[src/rtl/agu_pkg.sv]
package agu_pkg;

  typedef enum logic [3:0] {
    AM_ACC  = 4'd0,
    AM_IMP  = 4'd1,
    AM_IMM  = 4'd2,
    AM_ZP   = 4'd3,
    AM_ZPX  = 4'd4,
    AM_ZPY  = 4'd5,
    AM_ABS  = 4'd6,
    AM_ABSX = 4'd7,
    AM_ABSY = 4'd8,
    AM_IND  = 4'd9,
    AM_INDX = 4'd10,
    AM_INDY = 4'd11
  } am_e;

  localparam int MODE_W = 4;

  typedef enum logic [2:0] {
    ST_IDLE   = 3'd0,
    ST_PTR_LO = 3'd1,
    ST_GAP    = 3'd2,
    ST_PTR_HI = 3'd3,
    ST_FINISH = 3'd4
  } st_e;

endpackage

[src/rtl/agu_idx_add.sv]
// Adds a zero-extended byte to an address, either with full carry or with
// the carry confined to the low byte (page wrap).
module agu_idx_add #(
  parameter  int DW = 8,
  localparam int AW = 2 * DW
) (
  input  logic [AW-1:0] base,
  input  logic [DW-1:0] idx,
  input  logic          page_wrap,
  output logic [AW-1:0] sum
);

  logic [AW-1:0] full_sum;
  logic [DW-1:0] low_sum;

  assign full_sum = base + {{(AW-DW){1'b0}}, idx};
  assign low_sum  = base[DW-1:0] + idx;
  assign sum      = page_wrap ? {base[AW-1:DW], low_sum} : full_sum;

endmodule

[src/rtl/agu_mode_dec.sv]
// Per-mode selection of base, index and wrap; yields the direct address or
// the pointer location for the pointer modes.
module agu_mode_dec
  import agu_pkg::*;
#(
  parameter  int DW = 8,
  localparam int AW = 2 * DW
) (
  input  logic [MODE_W-1:0] mode,
  input  logic              fixed_ptr,
  input  logic [DW-1:0]     op_lo,
  input  logic [DW-1:0]     op_hi,
  input  logic [DW-1:0]     idx_x,
  input  logic [DW-1:0]     idx_y,
  output logic              is_ptr,
  output logic              hi_wrap,
  output logic              add_y,
  output logic [AW-1:0]     addr
);

  logic          zp_base;
  logic          wrap;
  logic [DW-1:0] idx;
  logic [AW-1:0] base;

  always_comb begin
    zp_base = 1'b0;
    wrap    = 1'b0;
    idx     = '0;
    is_ptr  = 1'b0;
    hi_wrap = 1'b1;
    add_y   = 1'b0;
    case (mode)
      AM_ZP:   begin zp_base = 1'b1; wrap = 1'b1; end
      AM_ZPX:  begin zp_base = 1'b1; wrap = 1'b1; idx = idx_x; end
      AM_ZPY:  begin zp_base = 1'b1; wrap = 1'b1; idx = idx_y; end
      AM_ABSX: idx = idx_x;
      AM_ABSY: idx = idx_y;
      AM_IND:  begin is_ptr = 1'b1; hi_wrap = ~fixed_ptr; end
      AM_INDX: begin zp_base = 1'b1; wrap = 1'b1; idx = idx_x; is_ptr = 1'b1; end
      AM_INDY: begin zp_base = 1'b1; is_ptr = 1'b1; add_y = 1'b1; end
      default: ;
    endcase
  end

  assign base = zp_base ? {{(AW-DW){1'b0}}, op_lo} : {op_hi, op_lo};

  agu_idx_add #(.DW(DW)) u_sel_add (
    .base      (base),
    .idx       (idx),
    .page_wrap (wrap),
    .sum       (addr)
  );

endmodule

[src/rtl/agu_fsm.sv]
// Pointer fetch sequencer and result register.
module agu_fsm
  import agu_pkg::*;
#(
  parameter  int DW = 8,
  localparam int AW = 2 * DW
) (
  input  logic          clk,
  input  logic          rst_n,
  input  logic          start,
  input  logic          is_ptr,
  input  logic          hi_wrap,
  input  logic          add_y,
  input  logic [AW-1:0] addr_in,
  input  logic [DW-1:0] idx_y,
  output logic          rd_req,
  output logic [AW-1:0] rd_addr,
  input  logic [DW-1:0] rd_data,
  output logic [AW-1:0] ea,
  output logic          done,
  output logic          busy
);

  localparam logic [DW-1:0] LOW_ALL_ONES = {DW{1'b1}};
  localparam logic [DW-1:0] ONE          = {{(DW-1){1'b0}}, 1'b1};

  st_e           state_q, state_d;
  logic [AW-1:0] ptr_q;
  logic          wrap_q, addy_q, lo_wait_q;
  logic [DW-1:0] y_q, lo_q;
  logic [AW-1:0] ea_q, ea_d;
  logic          done_q, done_d;

  logic          accept;
  logic          load_ptr;
  logic          ea_load;
  logic [AW-1:0] ptr_next;
  logic [AW-1:0] final_sum;

  agu_idx_add #(.DW(DW)) u_step_add (
    .base      (ptr_q),
    .idx       (ONE),
    .page_wrap (wrap_q),
    .sum       (ptr_next)
  );

  agu_idx_add #(.DW(DW)) u_final_add (
    .base      ({rd_data, lo_q}),
    .idx       (addy_q ? y_q : '0),
    .page_wrap (1'b0),
    .sum       (final_sum)
  );

  assign accept = start && (state_q == ST_IDLE);

  always_comb begin
    state_d  = state_q;
    load_ptr = 1'b0;
    ea_load  = 1'b0;
    ea_d     = ea_q;
    done_d   = 1'b0;
    rd_req   = 1'b0;
    rd_addr  = ptr_q;
    case (state_q)
      ST_IDLE: begin
        if (accept) begin
          if (is_ptr) begin
            load_ptr = 1'b1;
            state_d  = ST_PTR_LO;
          end else begin
            ea_load = 1'b1;
            ea_d    = addr_in;
            done_d  = 1'b1;
          end
        end
      end
      ST_PTR_LO: begin
        rd_req  = 1'b1;
        rd_addr = ptr_q;
        state_d = (!wrap_q && ptr_q[DW-1:0] == LOW_ALL_ONES) ? ST_GAP : ST_PTR_HI;
      end
      ST_GAP: begin
        state_d = ST_PTR_HI;
      end
      ST_PTR_HI: begin
        rd_req  = 1'b1;
        rd_addr = ptr_next;
        state_d = ST_FINISH;
      end
      ST_FINISH: begin
        ea_load = 1'b1;
        ea_d    = final_sum;
        done_d  = 1'b1;
        state_d = ST_IDLE;
      end
      default: state_d = ST_IDLE;
    endcase
  end

  always_ff @(posedge clk or negedge rst_n) begin
    if (!rst_n) begin
      state_q   <= ST_IDLE;
      done_q    <= 1'b0;
      lo_wait_q <= 1'b0;
    end else begin
      state_q   <= state_d;
      done_q    <= done_d;
      lo_wait_q <= (state_q == ST_PTR_LO);
    end
  end

  always_ff @(posedge clk or negedge rst_n) begin
    if (!rst_n) begin
      ptr_q  <= '0;
      wrap_q <= 1'b1;
      addy_q <= 1'b0;
      y_q    <= '0;
    end else if (load_ptr) begin
      ptr_q  <= addr_in;
      wrap_q <= hi_wrap;
      addy_q <= add_y;
      y_q    <= idx_y;
    end
  end

  always_ff @(posedge clk or negedge rst_n) begin
    if (!rst_n) begin
      lo_q <= '0;
    end else if (lo_wait_q) begin
      lo_q <= rd_data;
    end
  end

  always_ff @(posedge clk or negedge rst_n) begin
    if (!rst_n) begin
      ea_q <= '0;
    end else if (ea_load) begin
      ea_q <= ea_d;
    end
  end

  assign ea   = ea_q;
  assign done = done_q;
  assign busy = (state_q != ST_IDLE);

  // Assertions

  // a page-wrapping second fetch keeps the pointer's high byte
  assert_hi_page_kept_R6: assert property (@(posedge clk) disable iff (!rst_n)
    (rd_req && state_q == ST_PTR_HI && wrap_q) |-> (rd_addr[AW-1:DW] == ptr_q[AW-1:DW]));

  // the idle gap follows a request whose low byte was all ones
  assert_gap_after_ff_R8: assert property (@(posedge clk) disable iff (!rst_n)
    (state_q == ST_GAP) |-> (!rd_req && $past(rd_req) && $past(rd_addr[DW-1:0]) == LOW_ALL_ONES));

  // no completion directly after a read request
  assert_no_done_after_req_R9: assert property (@(posedge clk) disable iff (!rst_n)
    rd_req |=> !done);

  // the read port is quiet while idle
  assert_idle_quiet_R9: assert property (@(posedge clk) disable iff (!rst_n)
    !busy |-> !rd_req);

  // modes without a pointer finish next cycle with no read
  assert_direct_next_cycle_R10: assert property (@(posedge clk) disable iff (!rst_n)
    (accept && !is_ptr) |=> (done && !rd_req && !busy));

  // a pointer fetch in progress always reaches the next step
  assert_fetch_progress_R11: assert property (@(posedge clk) disable iff (!rst_n)
    (state_q == ST_PTR_HI) |=> (state_q == ST_FINISH));

endmodule

[src/rtl/agu_ea_gen.sv]
module agu_ea_gen
  import agu_pkg::*;
#(
  parameter  int DATA_W = 8,
  localparam int ADDR_W = 2 * DATA_W
) (
  input  logic              clk,
  input  logic              rst_n,
  input  logic              start,
  input  logic [MODE_W-1:0] mode,
  input  logic              fixed_ptr,
  input  logic [DATA_W-1:0] op_lo,
  input  logic [DATA_W-1:0] op_hi,
  input  logic [DATA_W-1:0] idx_x,
  input  logic [DATA_W-1:0] idx_y,
  output logic              rd_req,
  output logic [ADDR_W-1:0] rd_addr,
  input  logic [DATA_W-1:0] rd_data,
  output logic [ADDR_W-1:0] ea,
  output logic              done,
  output logic              busy
);

  // Asynchronous assertion, synchronous release
  logic [1:0] rst_sync_q;
  logic       rst_int_n;

  always_ff @(posedge clk or negedge rst_n) begin
    if (!rst_n) begin
      rst_sync_q <= 2'b00;
    end else begin
      rst_sync_q <= {rst_sync_q[0], 1'b1};
    end
  end

  assign rst_int_n = rst_sync_q[1];

  logic              is_ptr;
  logic              hi_wrap;
  logic              add_y;
  logic [ADDR_W-1:0] dec_addr;

  agu_mode_dec #(.DW(DATA_W)) u_dec (
    .mode      (mode),
    .fixed_ptr (fixed_ptr),
    .op_lo     (op_lo),
    .op_hi     (op_hi),
    .idx_x     (idx_x),
    .idx_y     (idx_y),
    .is_ptr    (is_ptr),
    .hi_wrap   (hi_wrap),
    .add_y     (add_y),
    .addr      (dec_addr)
  );

  agu_fsm #(.DW(DATA_W)) u_fsm (
    .clk     (clk),
    .rst_n   (rst_int_n),
    .start   (start),
    .is_ptr  (is_ptr),
    .hi_wrap (hi_wrap),
    .add_y   (add_y),
    .addr_in (dec_addr),
    .idx_y   (idx_y),
    .rd_req  (rd_req),
    .rd_addr (rd_addr),
    .rd_data (rd_data),
    .ea      (ea),
    .done    (done),
    .busy    (busy)
  );

endmodule

[config.mk]
export PLATFORM = sky130hd
export DESIGN_NAME = agu_ea_gen
export DESIGN_NICKNAME = d
export VERILOG_FILES = /design/src/rtl/agu_pkg.sv /design/src/rtl/agu_idx_add.sv /design/src/rtl/agu_mode_dec.sv /design/src/rtl/agu_fsm.sv /design/src/rtl/agu_ea_gen.sv
export SDC_FILE = /design/constraint.sdc
export NUM_CORES = 1
export LEC_CHECK = 0
export ABC_AREA = 1
export ABC_CLOCK_PERIOD_IN_PS = 2700
export BUFFER_PORTS_ARGS = -buffer_cell sky130_fd_sc_hd__buf_4
export CAP_MARGIN = 20
export CORE_AREA = 2 2 117 119
export DETAILED_ROUTE_END_ITERATION = 10
export DIE_AREA = 0 0 119 121
export GPL_ROUTABILITY_DRIVEN = 0
export GPL_TIMING_DRIVEN = 0
export PLACE_DENSITY = 0.69
export SLEW_MARGIN = 20
export SYNTH_ARGS = -nofsm -noshare
export SYNTH_HDL_FRONTEND = slang
export SYNTH_HIERARCHICAL = 1
export SYNTH_SLANG_ARGS = --single-unit
[constraint.sdc]
create_clock -name clk -period 2.7 [get_ports clk]
set_input_delay 0.54 -clock clk [delete_from_list [all_inputs] [get_ports clk]]
set_output_delay 0.54 -clock clk [all_outputs]
set_load 0.01 [all_outputs]
==> results.py <==
metrics = {
    "outcome": {
        "run_status": "complete, no violations",
    },
    "sta": {
        "post-route-min-period_ps": 2660,
        "final_period_utilization_pct": 98.4,
        "fmax_ghz": 0.377,
        "worst_slack_setup_final_ps": 44.4,
        "setup_repair_after_global_routing_missed_its_margin": "true",
        "hold_viol_final": 0,
        "slew_violations": 0,
        "timing.slew.headroom_pct": 51.8,
        "worst-slew-pin-transition_ps": 723,
        "skew_ps": 4.64,
        "finalSetupViolations": 0,
    },
    "clocking": {
        "htree_num_levels": 3,
        "clockBufferDepth": 2,
        "tritoncts_clock_tree": "yes",
        "root_buffer": "sky130_fd_sc_hd__clkbuf_16",
        "tritoncts.num_buffers": 9,
        "cts.clk_slew.worst_paths_ps": 50,
        "clk_latency_ps": 320,
        "clock_sinks": 57,
    },
    "grt": {
        "grt_pass1_wl_um": 22900,
        "globalRouteMet2Util_pct": 32.2,
        "grt_usage_pct": 19.8,
        "globalRouteMet3Util_pct": 2.30,
        "globalRouteOverflowTotal": 0,
        "grt.met1_usage_pct": 27.2,
        "antenna_found_initial": 0,
        "first_global_vias": 4886,
        "maximum_number_of_pins_on_one_net_before_global_route_repair": 56,
        "top_usage_layer": "met2",
    },
    "floorplanning": {
        "ios": 83,
        "die-height_um": 121,
        "placeableCoreArea_um2": 13100,
        "start_util_pct": 39.2,
        "core.rowCount": 42,
        "floorplan.die_area_um2": 14400,
        "die_w_um": 119,
    },
    "routing": {
        "num_vias": 5223,
        "drt-pass1-iter-count": 6,
        "vias_per_cell": 4.77,
        "drtAntennaViolNets": 0,
        "routedWlPerCell_um": 12.8,
        "drc": 0,
        "detail_route.wirelength_um": 14000,
        "drtIter0Drc": 279,
    },
    "synthesis": {
        "synth_largest_area_cell": "sky130_fd_sc_hd__dfrtp_1",
        "avgSynthCellArea_um2": 6.42,
        "synth_most_common_cell": "sky130_fd_sc_hd__nand2_1",
        "synthesis.yosys.warnings": 6,
        "synthDominantCellAreaShare_pct": 27.3,
        "synth_area_um2": 5130,
        "seq_area_frac_synth_pct": 27.8,
        "yosys_most_used_dff": "sky130_fd_sc_hd__dfrtp_1",
        "synth_area_leaders": "sky130_fd_sc_hd__dfrtp_1 (27%), sky130_fd_sc_hd__nand2_1 (23%), sky130_fd_sc_hd__inv_1 (8.4%)",
        "netlist-cell-type-count": 35,
        "proportion_of_register_bits_with_asynchronous_set_or_reset_after_synthesis_pct": 100,
        "post_synth_edffs": 0,
        "ys_ff_latch": 57,
        "synthesis.instances": 799,
        "synth.top_cells.by_count": "sky130_fd_sc_hd__nand2_1 (310), sky130_fd_sc_hd__inv_1 (115), sky130_fd_sc_hd__nand3_1 (79)",
    },
    "layout": {
        "final_layout_size_suffix_gt1_share_pct": 22.1,
        "relative_area_change_from_synthesis_to_final_layout_pct": 27.0,
        "final_cell_count_no_fill": 1094,
        "antennaDiodeCount": 0,
        "design_area_um2": 6520,
        "final_util_pct": 49.8,
        "nNetsFinal": 988,
    },
    "min_path": {
        "hold_path_class": "reg2reg",
    },
    "place": {
        "dpl.cell_count": 1066,
        "placed_area_um2": 6000,
        "dp_worst_setup_slack_ps": -490,
        "place.detailed.hpwl_um": 11100,
        "numPortBuffers": 82,
    },
    "worst_setup_path": {
        "worstSetupEndpointType": "output port",
        "path_max_fanout": 4,
        "timing.setup.critical_path_class": "reg2out",
        "critical_path_arrival_ps": 2120,
        "setup.worst_path.start_class": "flip-flop",
        "worst-endpoint-required_ps": 2160,
    },
    "power": {
        "ir_worst_vdd_v": 0.000360,
        "leakagePower_nw": 3.61,
        "powerDensity_nw_per_um2": 914,
    },
    "flow_run": {
        "cap_viol_max_count": 0,
    },
}
## repair_timing
item,4_1_cts,5_1_grt
gates resized for setup,17,20
setup endpoints to repair,8,21
hold endpoints to repair,2,0
setup buffers,5,7
hold buffers,1,0
pin swaps,9,13
## sequential cells by signal, indices dropped and copies added (netlist names)
register / flops
u_fsm/ea: 16
u_fsm/lo_q: 8
u_fsm/y_q: 8
rst_sync_q: 2
u_fsm/done: 1
u_fsm/addy_q: 1
u_fsm/wrap_q: 1
u_fsm/state_q: 3
u_fsm/ptr_q: 16
u_fsm/lo_wait_q: 1
## critical path, stage by stage (launching register included)
cell                      delay [ps]
sky130_fd_sc_hd__dfrtp_1         360
sky130_fd_sc_hd__ha_2            190
sky130_fd_sc_hd__inv_2            40
sky130_fd_sc_hd__fa_2            340
sky130_fd_sc_hd__inv_2            80
sky130_fd_sc_hd__buf_4           110
sky130_fd_sc_hd__nand3_1          90
sky130_fd_sc_hd__nand3_2         110
sky130_fd_sc_hd__nand2_1          60
sky130_fd_sc_hd__nand2_1          60
sky130_fd_sc_hd__nand2_1          40
sky130_fd_sc_hd__nand2_1          50
sky130_fd_sc_hd__o21ai_0         100
sky130_fd_sc_hd__buf_4           160
## per-layer routing
metal  share of wire, %  routed length [µm]  vias to the layer above
met3                3.8                 526                       21
met1                 48                6760                     2342
li1                   -                   -                     2729
met2                 46                6440                      131
met5                  0                   0                        -
met4                2.2                 302                        0
## report_power, final
group | internal [mW] | switching [mW] | total (mW)
Combinational | 1.39 | 1.85 | 3.23
Clock | 0.735 | 0.400 | 1.13
Sequential | 1.26 | 0.335 | 1.59
Total | 3.38 | 2.58 | 5.96
## worst paths after layout
check / endpoint / slack, ps / cells past startpoint / startpoint
max in group asynchronous: u_fsm/y_q[2] / 1830 / 0 / rst_sync_q[1]
hold reg to reg: rst_sync_q[1] / 350 / 0 / rst_sync_q[0]
setup reg to reg: u_fsm/ea[8] / 360 / 16 / u_fsm/addy_q
setup / recovery: rd_addr[14] / 40 / 13 / u_fsm/ptr_q[0]
min in group asynchronous: u_fsm/done / 380 / 0 / rst_sync_q[1]
hold / removal: rst_sync_q[1] / 350 / 0 / rst_sync_q[0]
## logic make-up after synthesis
kind of cell               after synthesis  share of synthesized area (%)
AOI/OAI and AO/OA                       66                           7.32
xor gates and xnor gates                19                           3.24
adders and majority gates               27                           7.02
buffers and inverters                  142                           11.4
DFF                                     57                           27.8
muxes                                    8                           1.76
other                                    3                          0.219
and+or+nand+nor                        477                           41.2
## area by class of cell
| class | instances | area (µm²) |
|---|---|---|
| well taps | 176 | 220 |
| multi-input cells | 609 | 3270 |
| flip-flops and latches | 57 | 1430 |
| fillers | 1327 | 6570 |
| plain buffers | 19 | 125 |
| inverters | 122 | 460 |
| clock buffers | 11 | 243 |
| repair buffers | 95 | 716 |
| clock inverters | 5 | 55.1 |
## cells in the final DEF, fill, tap and decap left out, types with 3 or more instances in the layout
| cell type | instances |
|---|---|
| sky130_fd_sc_hd__inv_1 | 109 |
| sky130_fd_sc_hd__a21boi_0 | 3 |
| sky130_fd_sc_hd__ha_1 | 21 |
| sky130_fd_sc_hd__o21ai_4 | 4 |
| sky130_fd_sc_hd__nor2_2 | 11 |
| sky130_fd_sc_hd__mux2_2 | 8 |
| sky130_fd_sc_hd__clkbuf_1 | 4 |
| sky130_fd_sc_hd__nor2_1 | 20 |
| sky130_fd_sc_hd__o21ai_0 | 39 |
| sky130_fd_sc_hd__buf_2 | 7 |
| sky130_fd_sc_hd__nor4_1 | 3 |
| sky130_fd_sc_hd__buf_4 | 100 |
| sky130_fd_sc_hd__o21ai_1 | 3 |
| sky130_fd_sc_hd__nand3_1 | 74 |
| sky130_fd_sc_hd__xor2_1 | 7 |
| sky130_fd_sc_hd__nand2_2 | 10 |
| sky130_fd_sc_hd__dfrtp_1 | 55 |
| sky130_fd_sc_hd__nand4_1 | 8 |
| sky130_fd_sc_hd__nor3_1 | 16 |
| sky130_fd_sc_hd__clkbuf_16 | 9 |
| sky130_fd_sc_hd__inv_2 | 10 |
| sky130_fd_sc_hd__nand3_2 | 14 |
| sky130_fd_sc_hd__a21oi_1 | 14 |
| sky130_fd_sc_hd__buf_6 | 3 |
| sky130_fd_sc_hd__nand2_1 | 304 |
| sky130_fd_sc_hd__xnor2_1 | 12 |
| sky130_fd_sc_hd__nand2_4 | 5 |
| sky130_fd_sc_hd__nor2_4 | 4 |
| sky130_fd_sc_hd__nand3b_1 | 4 |
| sky130_fd_sc_hd__conb_1 | 12 |
## stage by stage
step / TNS, ps / hold slack (ps) / power (mW)
final: 0 / 351 / 5.96
after global routing: -399 / 364 / 6.43
after CTS: -142 / 353 / 5.89
after detailed placement: -3850 / 324 / 4.66
after global placement: -3580 / 323 / 4.62
after floorplan: 0 / 244 / 3.55
(Power assumes the default switching activity.)
